`src/rtl/bwd_pkg.sv`:
```
// Shared types and constants for the bridge window decoder.
// Assumes a 64-bit transaction address space.
package bwd_pkg;
    localparam int ADDR_W = 64;
    localparam int TYPE_W = 4;   // low type/reserved nibble of every field
    localparam int NUM_WIN = 3;

    typedef enum logic [1:0] {
        WIN_IO  = 2'd0,
        WIN_MEM = 2'd1,
        WIN_PF  = 2'd2
    } win_sel_e;
endpackage

```
`src/rtl/bwd_field_expand.sv`:
```
// Expands one packed base or limit field into a full-width bound.
// The field's upper bits land at bit GRAN upwards. When HAS_EXT is set and
// the field's type bit 0 is 1, the extension fills the top EXT_W bits.
// PAD_ONES forces the bits below GRAN to ones (used for limits).
// Assumes GRAN + FIELD_W <= OUT_W - EXT_W when HAS_EXT is set.
module bwd_field_expand #(
    parameter int REG_W    = 8,
    parameter int SHIFT    = 8,
    parameter int EXT_W    = 16,
    parameter int OUT_W    = 32,
    parameter bit HAS_EXT  = 1'b1,
    parameter bit PAD_ONES = 1'b0
) (
    input  logic [REG_W-1:0] reg_val,
    input  logic [EXT_W-1:0] ext_val,
    output logic [OUT_W-1:0] bound
);
    import bwd_pkg::*;

    localparam int FIELD_W = REG_W - TYPE_W;
    localparam int GRAN    = SHIFT + TYPE_W;

    logic [EXT_W-1:0] ext_part;
    logic             unused_type_bits;

    assign unused_type_bits = ^reg_val[TYPE_W-1:1];

    // Select the extension, or zero when the variant has none.
    generate
        if (HAS_EXT) begin : g_ext
            assign ext_part = reg_val[0] ? ext_val : '0;
        end else begin : g_noext
            logic unused_ext;
            assign unused_ext = ^ext_val;
            assign ext_part   = '0;
        end
    endgenerate

    // Place field, extension and granularity padding.
    always_comb begin
        bound = '0;
        bound[GRAN +: FIELD_W] = reg_val[REG_W-1:TYPE_W];
        if (HAS_EXT) begin
            bound[OUT_W-1 -: EXT_W] = ext_part;
        end
        if (PAD_ONES) begin
            bound[GRAN-1:0] = '1;
        end
    end
endmodule

```
`src/rtl/bwd_window_bounds.sv`:
```
// Builds the base and limit of one window from its packed fields.
// Assumes base and limit use the same layout. Only the limit is padded.
module bwd_window_bounds #(
    parameter int REG_W   = 8,
    parameter int SHIFT   = 8,
    parameter int EXT_W   = 16,
    parameter int OUT_W   = 32,
    parameter bit HAS_EXT = 1'b1
) (
    input  logic [REG_W-1:0] base_reg,
    input  logic [REG_W-1:0] limit_reg,
    input  logic [EXT_W-1:0] base_ext,
    input  logic [EXT_W-1:0] limit_ext,
    output logic [OUT_W-1:0] lo,
    output logic [OUT_W-1:0] hi
);
    // Base side: aligned, never padded.
    bwd_field_expand #(
        .REG_W(REG_W), .SHIFT(SHIFT), .EXT_W(EXT_W), .OUT_W(OUT_W),
        .HAS_EXT(HAS_EXT), .PAD_ONES(1'b0)
    ) u_base (
        .reg_val(base_reg), .ext_val(base_ext), .bound(lo)
    );

    // Limit side: padded to the last byte of its block.
    bwd_field_expand #(
        .REG_W(REG_W), .SHIFT(SHIFT), .EXT_W(EXT_W), .OUT_W(OUT_W),
        .HAS_EXT(HAS_EXT), .PAD_ONES(1'b1)
    ) u_limit (
        .reg_val(limit_reg), .ext_val(limit_ext), .bound(hi)
    );
endmodule

```
`src/rtl/bwd_range_match.sv`:
```
// Unsigned inclusive range test. An inverted range (lo > hi) never matches.
module bwd_range_match #(
    parameter int W = 64
) (
    input  logic [W-1:0] lo,
    input  logic [W-1:0] hi,
    input  logic [W-1:0] addr,
    output logic         hit
);
    // Both comparators must agree; an inverted range cannot satisfy both.
    assign hit = (addr >= lo) && (addr <= hi);
endmodule

```
`src/rtl/bridge_window_decoder.sv`:
```
// Bridge address window decoder: expands the three forwarding windows and
// reports, one clock after each request, whether its address falls in the
// window of its space. Assumes register fields are stable while a request
// is in flight. Reset is synchronous, active low.
module bridge_window_decoder #(
    parameter int IO_REG_W  = 8,
    parameter int IO_SHIFT  = 8,
    parameter int IO_EXT_W  = 16,
    parameter int IO_W      = 32,
    parameter int MEM_REG_W = 16,
    parameter int MEM_SHIFT = 16,
    parameter int MEM_W     = 32,
    parameter int PF_EXT_W  = 32,
    parameter int PF_W      = 64,
    parameter int ADDR_W    = 64
) (
    input  logic                 clk,
    input  logic                 rst_n,
    input  logic [IO_REG_W-1:0]  io_base_reg,
    input  logic [IO_REG_W-1:0]  io_limit_reg,
    input  logic [IO_EXT_W-1:0]  io_base_ext,
    input  logic [IO_EXT_W-1:0]  io_limit_ext,
    input  logic [MEM_REG_W-1:0] mem_base_reg,
    input  logic [MEM_REG_W-1:0] mem_limit_reg,
    input  logic [MEM_REG_W-1:0] pf_base_reg,
    input  logic [MEM_REG_W-1:0] pf_limit_reg,
    input  logic [PF_EXT_W-1:0]  pf_base_ext,
    input  logic [PF_EXT_W-1:0]  pf_limit_ext,
    input  logic                 req_valid,
    input  logic [ADDR_W-1:0]    req_addr,
    input  logic                 req_is_io,
    input  logic                 req_is_pref,
    output logic [IO_W-1:0]      io_lo,
    output logic [IO_W-1:0]      io_hi,
    output logic [MEM_W-1:0]     mem_lo,
    output logic [MEM_W-1:0]     mem_hi,
    output logic [PF_W-1:0]      pf_lo,
    output logic [PF_W-1:0]      pf_hi,
    output logic                 rsp_valid,
    output logic                 rsp_fwd
);
    import bwd_pkg::*;

    logic [ADDR_W-1:0] win_lo  [NUM_WIN];
    logic [ADDR_W-1:0] win_hi  [NUM_WIN];
    logic [NUM_WIN-1:0] win_hit;
    win_sel_e           sel;
    logic               hit_sel;

    // I/O window: byte field with optional 16-bit upper half.
    bwd_window_bounds #(
        .REG_W(IO_REG_W), .SHIFT(IO_SHIFT), .EXT_W(IO_EXT_W),
        .OUT_W(IO_W), .HAS_EXT(1'b1)
    ) u_io (
        .base_reg(io_base_reg), .limit_reg(io_limit_reg),
        .base_ext(io_base_ext), .limit_ext(io_limit_ext),
        .lo(io_lo), .hi(io_hi)
    );

    // Non-prefetchable memory window: 32-bit only.
    bwd_window_bounds #(
        .REG_W(MEM_REG_W), .SHIFT(MEM_SHIFT), .EXT_W(1),
        .OUT_W(MEM_W), .HAS_EXT(1'b0)
    ) u_mem (
        .base_reg(mem_base_reg), .limit_reg(mem_limit_reg),
        .base_ext(1'b0), .limit_ext(1'b0),
        .lo(mem_lo), .hi(mem_hi)
    );

    // Prefetchable memory window: optional 32-bit upper half.
    bwd_window_bounds #(
        .REG_W(MEM_REG_W), .SHIFT(MEM_SHIFT), .EXT_W(PF_EXT_W),
        .OUT_W(PF_W), .HAS_EXT(1'b1)
    ) u_pf (
        .base_reg(pf_base_reg), .limit_reg(pf_limit_reg),
        .base_ext(pf_base_ext), .limit_ext(pf_limit_ext),
        .lo(pf_lo), .hi(pf_hi)
    );

    // Zero-extend every window to the address width.
    always_comb begin
        win_lo[WIN_IO]  = ADDR_W'(io_lo);
        win_hi[WIN_IO]  = ADDR_W'(io_hi);
        win_lo[WIN_MEM] = ADDR_W'(mem_lo);
        win_hi[WIN_MEM] = ADDR_W'(mem_hi);
        win_lo[WIN_PF]  = ADDR_W'(pf_lo);
        win_hi[WIN_PF]  = ADDR_W'(pf_hi);
    end

    // One comparator pair per window.
    generate
        for (genvar w = 0; w < NUM_WIN; w++) begin : g_match
            bwd_range_match #(.W(ADDR_W)) u_match (
                .lo(win_lo[w]), .hi(win_hi[w]),
                .addr(req_addr), .hit(win_hit[w])
            );
        end
    endgenerate

    // Space type picks the window; I/O takes precedence.
    always_comb begin
        if (req_is_io)        sel = WIN_IO;
        else if (req_is_pref) sel = WIN_PF;
        else                  sel = WIN_MEM;
        hit_sel = win_hit[sel];
    end

    // Register the decision alongside its strobe.
    always_ff @(posedge clk) begin
        if (!rst_n) begin
            rsp_valid <= 1'b0;
            rsp_fwd   <= 1'b0;
        end else begin
            rsp_valid <= req_valid;
            rsp_fwd   <= req_valid & hit_sel;
        end
    end
endmodule

```
`config.mk`:
```
export PLATFORM = sky130hd
export DESIGN_NAME = bridge_window_decoder
export DESIGN_NICKNAME = d
export VERILOG_FILES = /design/src/rtl/bwd_pkg.sv /design/src/rtl/bwd_field_expand.sv /design/src/rtl/bwd_window_bounds.sv /design/src/rtl/bwd_range_match.sv /design/src/rtl/bridge_window_decoder.sv
export SDC_FILE = /design/constraint.sdc
export NUM_CORES = 1
export LEC_CHECK = 0
export BUFFER_PORTS_ARGS = -buffer_cell sky130_fd_sc_hd__clkbuf_2
export CAP_MARGIN = 10
export CORE_AREA = 3 3 195 197
export CTS_BUF_LIST = sky130_fd_sc_hd__clkbuf_8
export DETAILED_ROUTE_END_ITERATION = 7
export DIE_AREA = 0 0 198 200
export PLACE_DENSITY = 0.51
export SLEW_MARGIN = 15
export SYNTH_ARGS = -nofsm -noshare
export SYNTH_HDL_FRONTEND = slang
export SYNTH_SLANG_ARGS = --single-unit
```
`constraint.sdc`:
```
create_clock -name clk -period 3.54 [get_ports clk]
set_clock_uncertainty 0.15 [all_clocks]
set_input_delay 0.708 -clock clk [delete_from_list [all_inputs] [get_ports clk]]
set_output_delay 0.708 -clock clk [all_outputs]
set_load 0.05 [all_outputs]
```
---- After elaboration in Yosys (flattened, before gate mapping) ----
Index checks and enable logic that the tools add are counted.
storage, ports and cells
  flip-flop bits (word level) ............. 2
  bits of input ports ..................... 245
  output and inout bits ................... 258
  word-level logic and storage cells ...... 21
cells by class
  order comparisons ....................... 7
  muxes and demuxes ....................... 8
  bitwise logic cells ..................... 1
  reductions and logical operators ........ 3
operator list
  cell                                                                          number
  64-bit by 32-bit greater-or-equal comparator with 1-bit output                2
  64-bit by 32-bit less-or-equal comparator with 1-bit output                   2
  64-bit greater-or-equal comparator                                            1
  64-bit less-or-equal comparator                                               1
  32-bit two-way mux                                                            2
  16-bit two-way mux                                                            2
  2-bit two-way mux                                                             2
  1-bit logical AND                                                             3
  2-bit by 3-bit less-than comparator with 1-bit output, second input constant  1
  1-bit binary-select mux with 2-bit select                                     1
  1-bit AND                                                                     1
  1-bit two-way mux                                                             1

---- Depth between registers and ports, before layout ----
  depth after elaboration ................. 6
  depth in mapped cells ................... 11
  mapped depth without buffers ............ 9

---- Modules after synthesis ----
From an unflattened synthesis, not the netlist that was laid out.
unflattened totals
  cells, all modules ...................... 1630
  area, all modules ....................... 11568.6 um^2
modules (own cells, without submodules)
  module                                instances  cells an instance  area an instance (um^2)  sequential area each (um^2)
  bwd_range_match                       3          451                3168.0                   0.0
  bwd_field_expand at u_pf.u_base ...   2          68                 499.2                    0.0
  bwd_field_expand at u_io.u_base ...   2          34                 250.2                    0.0
  bwd_field_expand at u_mem.u_base ...  2          33                 244.0                    0.0
  bridge_window_decoder                 1          7                  77.6                     40.0

---- Least setup slack after synthesis ----
OpenSTA, ideal clock, no wires.
  kind .................................... input to register
  start point ............................. input port io_limit_reg[0]
  end point ............................... register rsp_fwd
  library setup time ...................... 0.079 ns
  data arrival time ....................... 2.889 ns
  data required time ...................... 3.311 ns
  slack ................................... 0.422 ns
  cell stages on the path ................. 11
  path buffers ............................ 2
  cell sequence ........................... clkbuf_1 -> clkbuf_1 -> nand2_1 -> ha_1 -> nand4_1 -> or2_4 -> nor4_4 -> a221o_1 -> o31a_1 -> o41a_1 -> a211oi_2
on the way
  cells in the longest elaborated chain, start to end .. 6
RTL lines
  item                                                         line                          source
  from (decl)                                                  bridge_window_decoder.sv:20   input logic [IO_REG_W-1:0] io_limit_reg,
  16-bit two-way mux                                           bwd_field_expand.sv:31        assign ext_part = reg_val[0] ? ext_val : '0;
  64-bit by 32-bit less-or-equal comparator with 1-bit output  bwd_range_match.sv:11         assign hit = (addr >= lo) && (addr <= hi);
  1-bit logical AND                                            bwd_range_match.sv:11
  1-bit binary-select mux with 2-bit select                    bridge_window_decoder.sv:105  hit_sel = win_hit[sel];
  1-bit two-way mux (implied by the code)                      bridge_window_decoder.sv:105
  1-bit AND                                                    bridge_window_decoder.sv:115  rsp_fwd <= req_valid & hit_sel;
  to (signal assigned)                                         bridge_window_decoder.sv:115
  to (decl)                                                    bridge_window_decoder.sv:40   output logic rsp_fwd
Every way passes these cells. The select of a mux whose other input is x is not followed.
A chain may end at the register's enable or synchronous reset.

---- Worst setup path in the final report ----
Same ends and word-level chain as after synthesis.

==> metrics <==
status completed; setup TNS 0 ns; Power Dens Cells between 150 and 200 nW/µm²; family with the most delay on the worst path simple AND/OR/NAND/NOR gates; first-pass GRT wire length between 30 and 40 mm; Final Non-Filler Cells around 1600; Mean Syn Cell Area just under 7 µm²; post-synthesis simple-gate area fraction 0.187; power share of the clock group 0.062; Unique masters post-synth 42; Post CTS Setup Buffer Count 0; Comb power frac 0.921; DIE AREA 39600 µm²; dpl cell area between 7000 and 8000 µm²; number of synthesized register bits 2; max frequency approximately 320 MHz; IR Drop Worst-Case VDD around 0.00010 V; drt wl/cell roughly 16 µm; core area approximately 36000 µm²; Net Switching 1.01 mW; Worst Hold Class primary input to register; Worst EP required between 3 and 4 ns; crit path time final just over 3 ns; final period utilization 0.877; post_cts resized 0; post-synthesis compound-gate area fraction 0.148; Synth Instances 829; worst hold stages 2; Post-DP HPWL roughly 25 mm; CTS tree done; Cells after DPL between 1500 and 2000; register area share after synthesis 0.00707; multiplexer share of the synthesized area 0; CP Buf/Inv Count 1; Hold WS roughly 0.67 ns; # diodes 0; main combinational cell family by area after synthesis adder cells; cells along the critical path clkbuf_2 -> nand2_1 -> ha_1 -> nand4_1 -> or2_4 -> nor4_4 -> nand3_1 -> o31a_1 -> o41a_1 -> a211oi_2; Placement Setup Slack around 0.10 ns; leakage approximately 5 nW; P&R area growth vs syn 30.7%; Final Hold Viols 0; Initial Utilization 0.155; DR vias/cell 3.90; adder-cell share of the synthesized area 0.336; CP peak stage delay between 0.3 and 0.4 ns; DRC 0; Max Root-Sink Buffers 2; DRT iter0 DRCs ~120; hold_buf cts 0; count of antenna-violating nets left after detailed routing 0; # fillers between 4000 and 5000; Nets roughly 1600; WP data arrival between 3 and 4 ns; initial antenna violation count 2; Initial DRT Pass Iterations 4; switching share of power 0.695; startpoint type of the worst setup path primary input; IO Pins a little over 500; cts bufs inserted 3; clock root buffer clkbuf_8; commonest non-fill, non-tap cell in the layout clkbuf_2; CP Class primary input to register; post-synthesis instance area roughly 5700 µm²; Max-Cap Viols 0; RSZ-0062 raised after global routing false; gpl congestion 0.836; clk slew on worst S/H paths roughly 0.03 ns; Final Setup Violations 0; Rel. slew slack 0.595; Ys Warns 0; vias in the first global route 6130; Reg power frac 0.016; GRT overflow 0; CP max FO 16; ys async rst share 0; # port buffers between 300 and 400; DRT Wirelength ~26 mm; CP Depth 10; Die H roughly 200 µm; Synth Flop Type dfxtp_1; Post-synth EDFFs 0; FP Rows 70; GRT Total Usage 0.122; CP max-delay cell o41a_1; max-slew violations 0; H-tree Lvls 1; clock sinks 2; CP endpoint kind register; most frequent cells in the layout clkbuf_2 (378), inv_1 (153), ha_1 (152), nand2_1 (118), conb_1 (104); Worst-Margin Slew around 0.6 ns; share of cells above drive strength 1 0.345; worst setup margin about 0.44 ns; largest net degree at the start of global routing 21; Die W around 200 µm; total number of vias 6316; Pint approximately 0.44 mW; design area 7400 µm²; Synth Area in XOR/XNOR 0
synth_stat cells (2+ instances only):
| master | number | area share |
|---|---|---|
| a21oi_1 | 46 | 0.041 |
| a31oi_1 | 2 | 0.0022 |
| clkbuf_1 | 10 | 0.0066 |
| nand2_1 | 118 | 0.078 |
| a21o_1 | 36 | 0.048 |
| nor2b_1 | 2 | 0.0022 |
| o31a_1 | 2 | 0.0031 |
| nor4_1 | 16 | 0.018 |
| nor3_1 | 6 | 0.0053 |
| ha_1 | 152 | 0.34 |
| nand3_1 | 16 | 0.014 |
| nand4_1 | 40 | 0.044 |
| a2111oi_0 | 3 | 0.0046 |
| inv_1 | 153 | 0.10 |
| o21a_1 | 4 | 0.0053 |
| dfxtp_1 | 2 | 0.0071 |
| conb_1 | 2 | 0.0013 |
| o211ai_1 | 2 | 0.0027 |
| o21ai_0 | 11 | 0.0097 |
| o31ai_1 | 2 | 0.0027 |
| buf_4 | 160 | 0.21 |
| a211oi_1 | 8 | 0.011 |
| a221o_1 | 2 | 0.0035 |
| nor2_1 | 16 | 0.011 |
registers in the layout, indices dropped and copies added (netlist names):
signal     cells
rsp_valid      1
rsp_fwd        1
power by group through the flow:
stage | Clock [mW] | Combinational (mW) | Sequential, mW
final | 0.0900 | 1.33 | 0.0239
after global routing | 0.0949 | 1.46 | 0.0239
after detailed placement | 0 | 1.35 | 0.0241
after floorplan | 0 | 1.07 | 0.0272
after CTS | 0.0938 | 1.35 | 0.0239
after global placement | 0 | 1.34 | 0.0241
worst paths after layout:
path,slack (ns),start,end
min,0.67,req_valid,rsp_valid$_SDFF_PN0_
max,0.44,io_limit_reg[0],rsp_fwd$_SDFF_PN0_
through the flow:
stage,utilization,total power [mW]
3_3_place_gp,0.202,1.36
5_1_grt,0.203,1.58
6_report,0.203,1.45
2_1_floorplan,-,1.09
4_1_cts,0.203,1.47
3_5_place_dp,0.202,1.37
cell type report:
class	instances	area, µm²	area share
Clock buffer	3	41.3	0.00558
Inverter	153	574	0.0776
Multi-Input combinational cell	606	4190	0.566
Sequential cell	2	40.0	0.00541
Tap cell	468	586	0.0791
Timing Repair Buffer	388	1970	0.266
cell families (layout without fill, tap and decap cells):
| kind of cell | count (synthesis) | in the layout |
|---|---|---|
| buf+inv | 323 | 544 |
| fa+ha+maj | 152 | 152 |
| other cells | 2 | 104 |
| simple gates | 223 | 223 |
| flops | 2 | 2 |
| compound gates | 127 | 127 |
routing by layer:
layer,routed length (µm),up-vias,GRT usage
li1,-,3212,-
met1,10100,2765,0.131
met2,14500,308,0.259
met3,1470,27,0.0136
met4,293,4,0.0131
met5,37,-,0
Note: power is estimated with default switching activity, not from simulation.
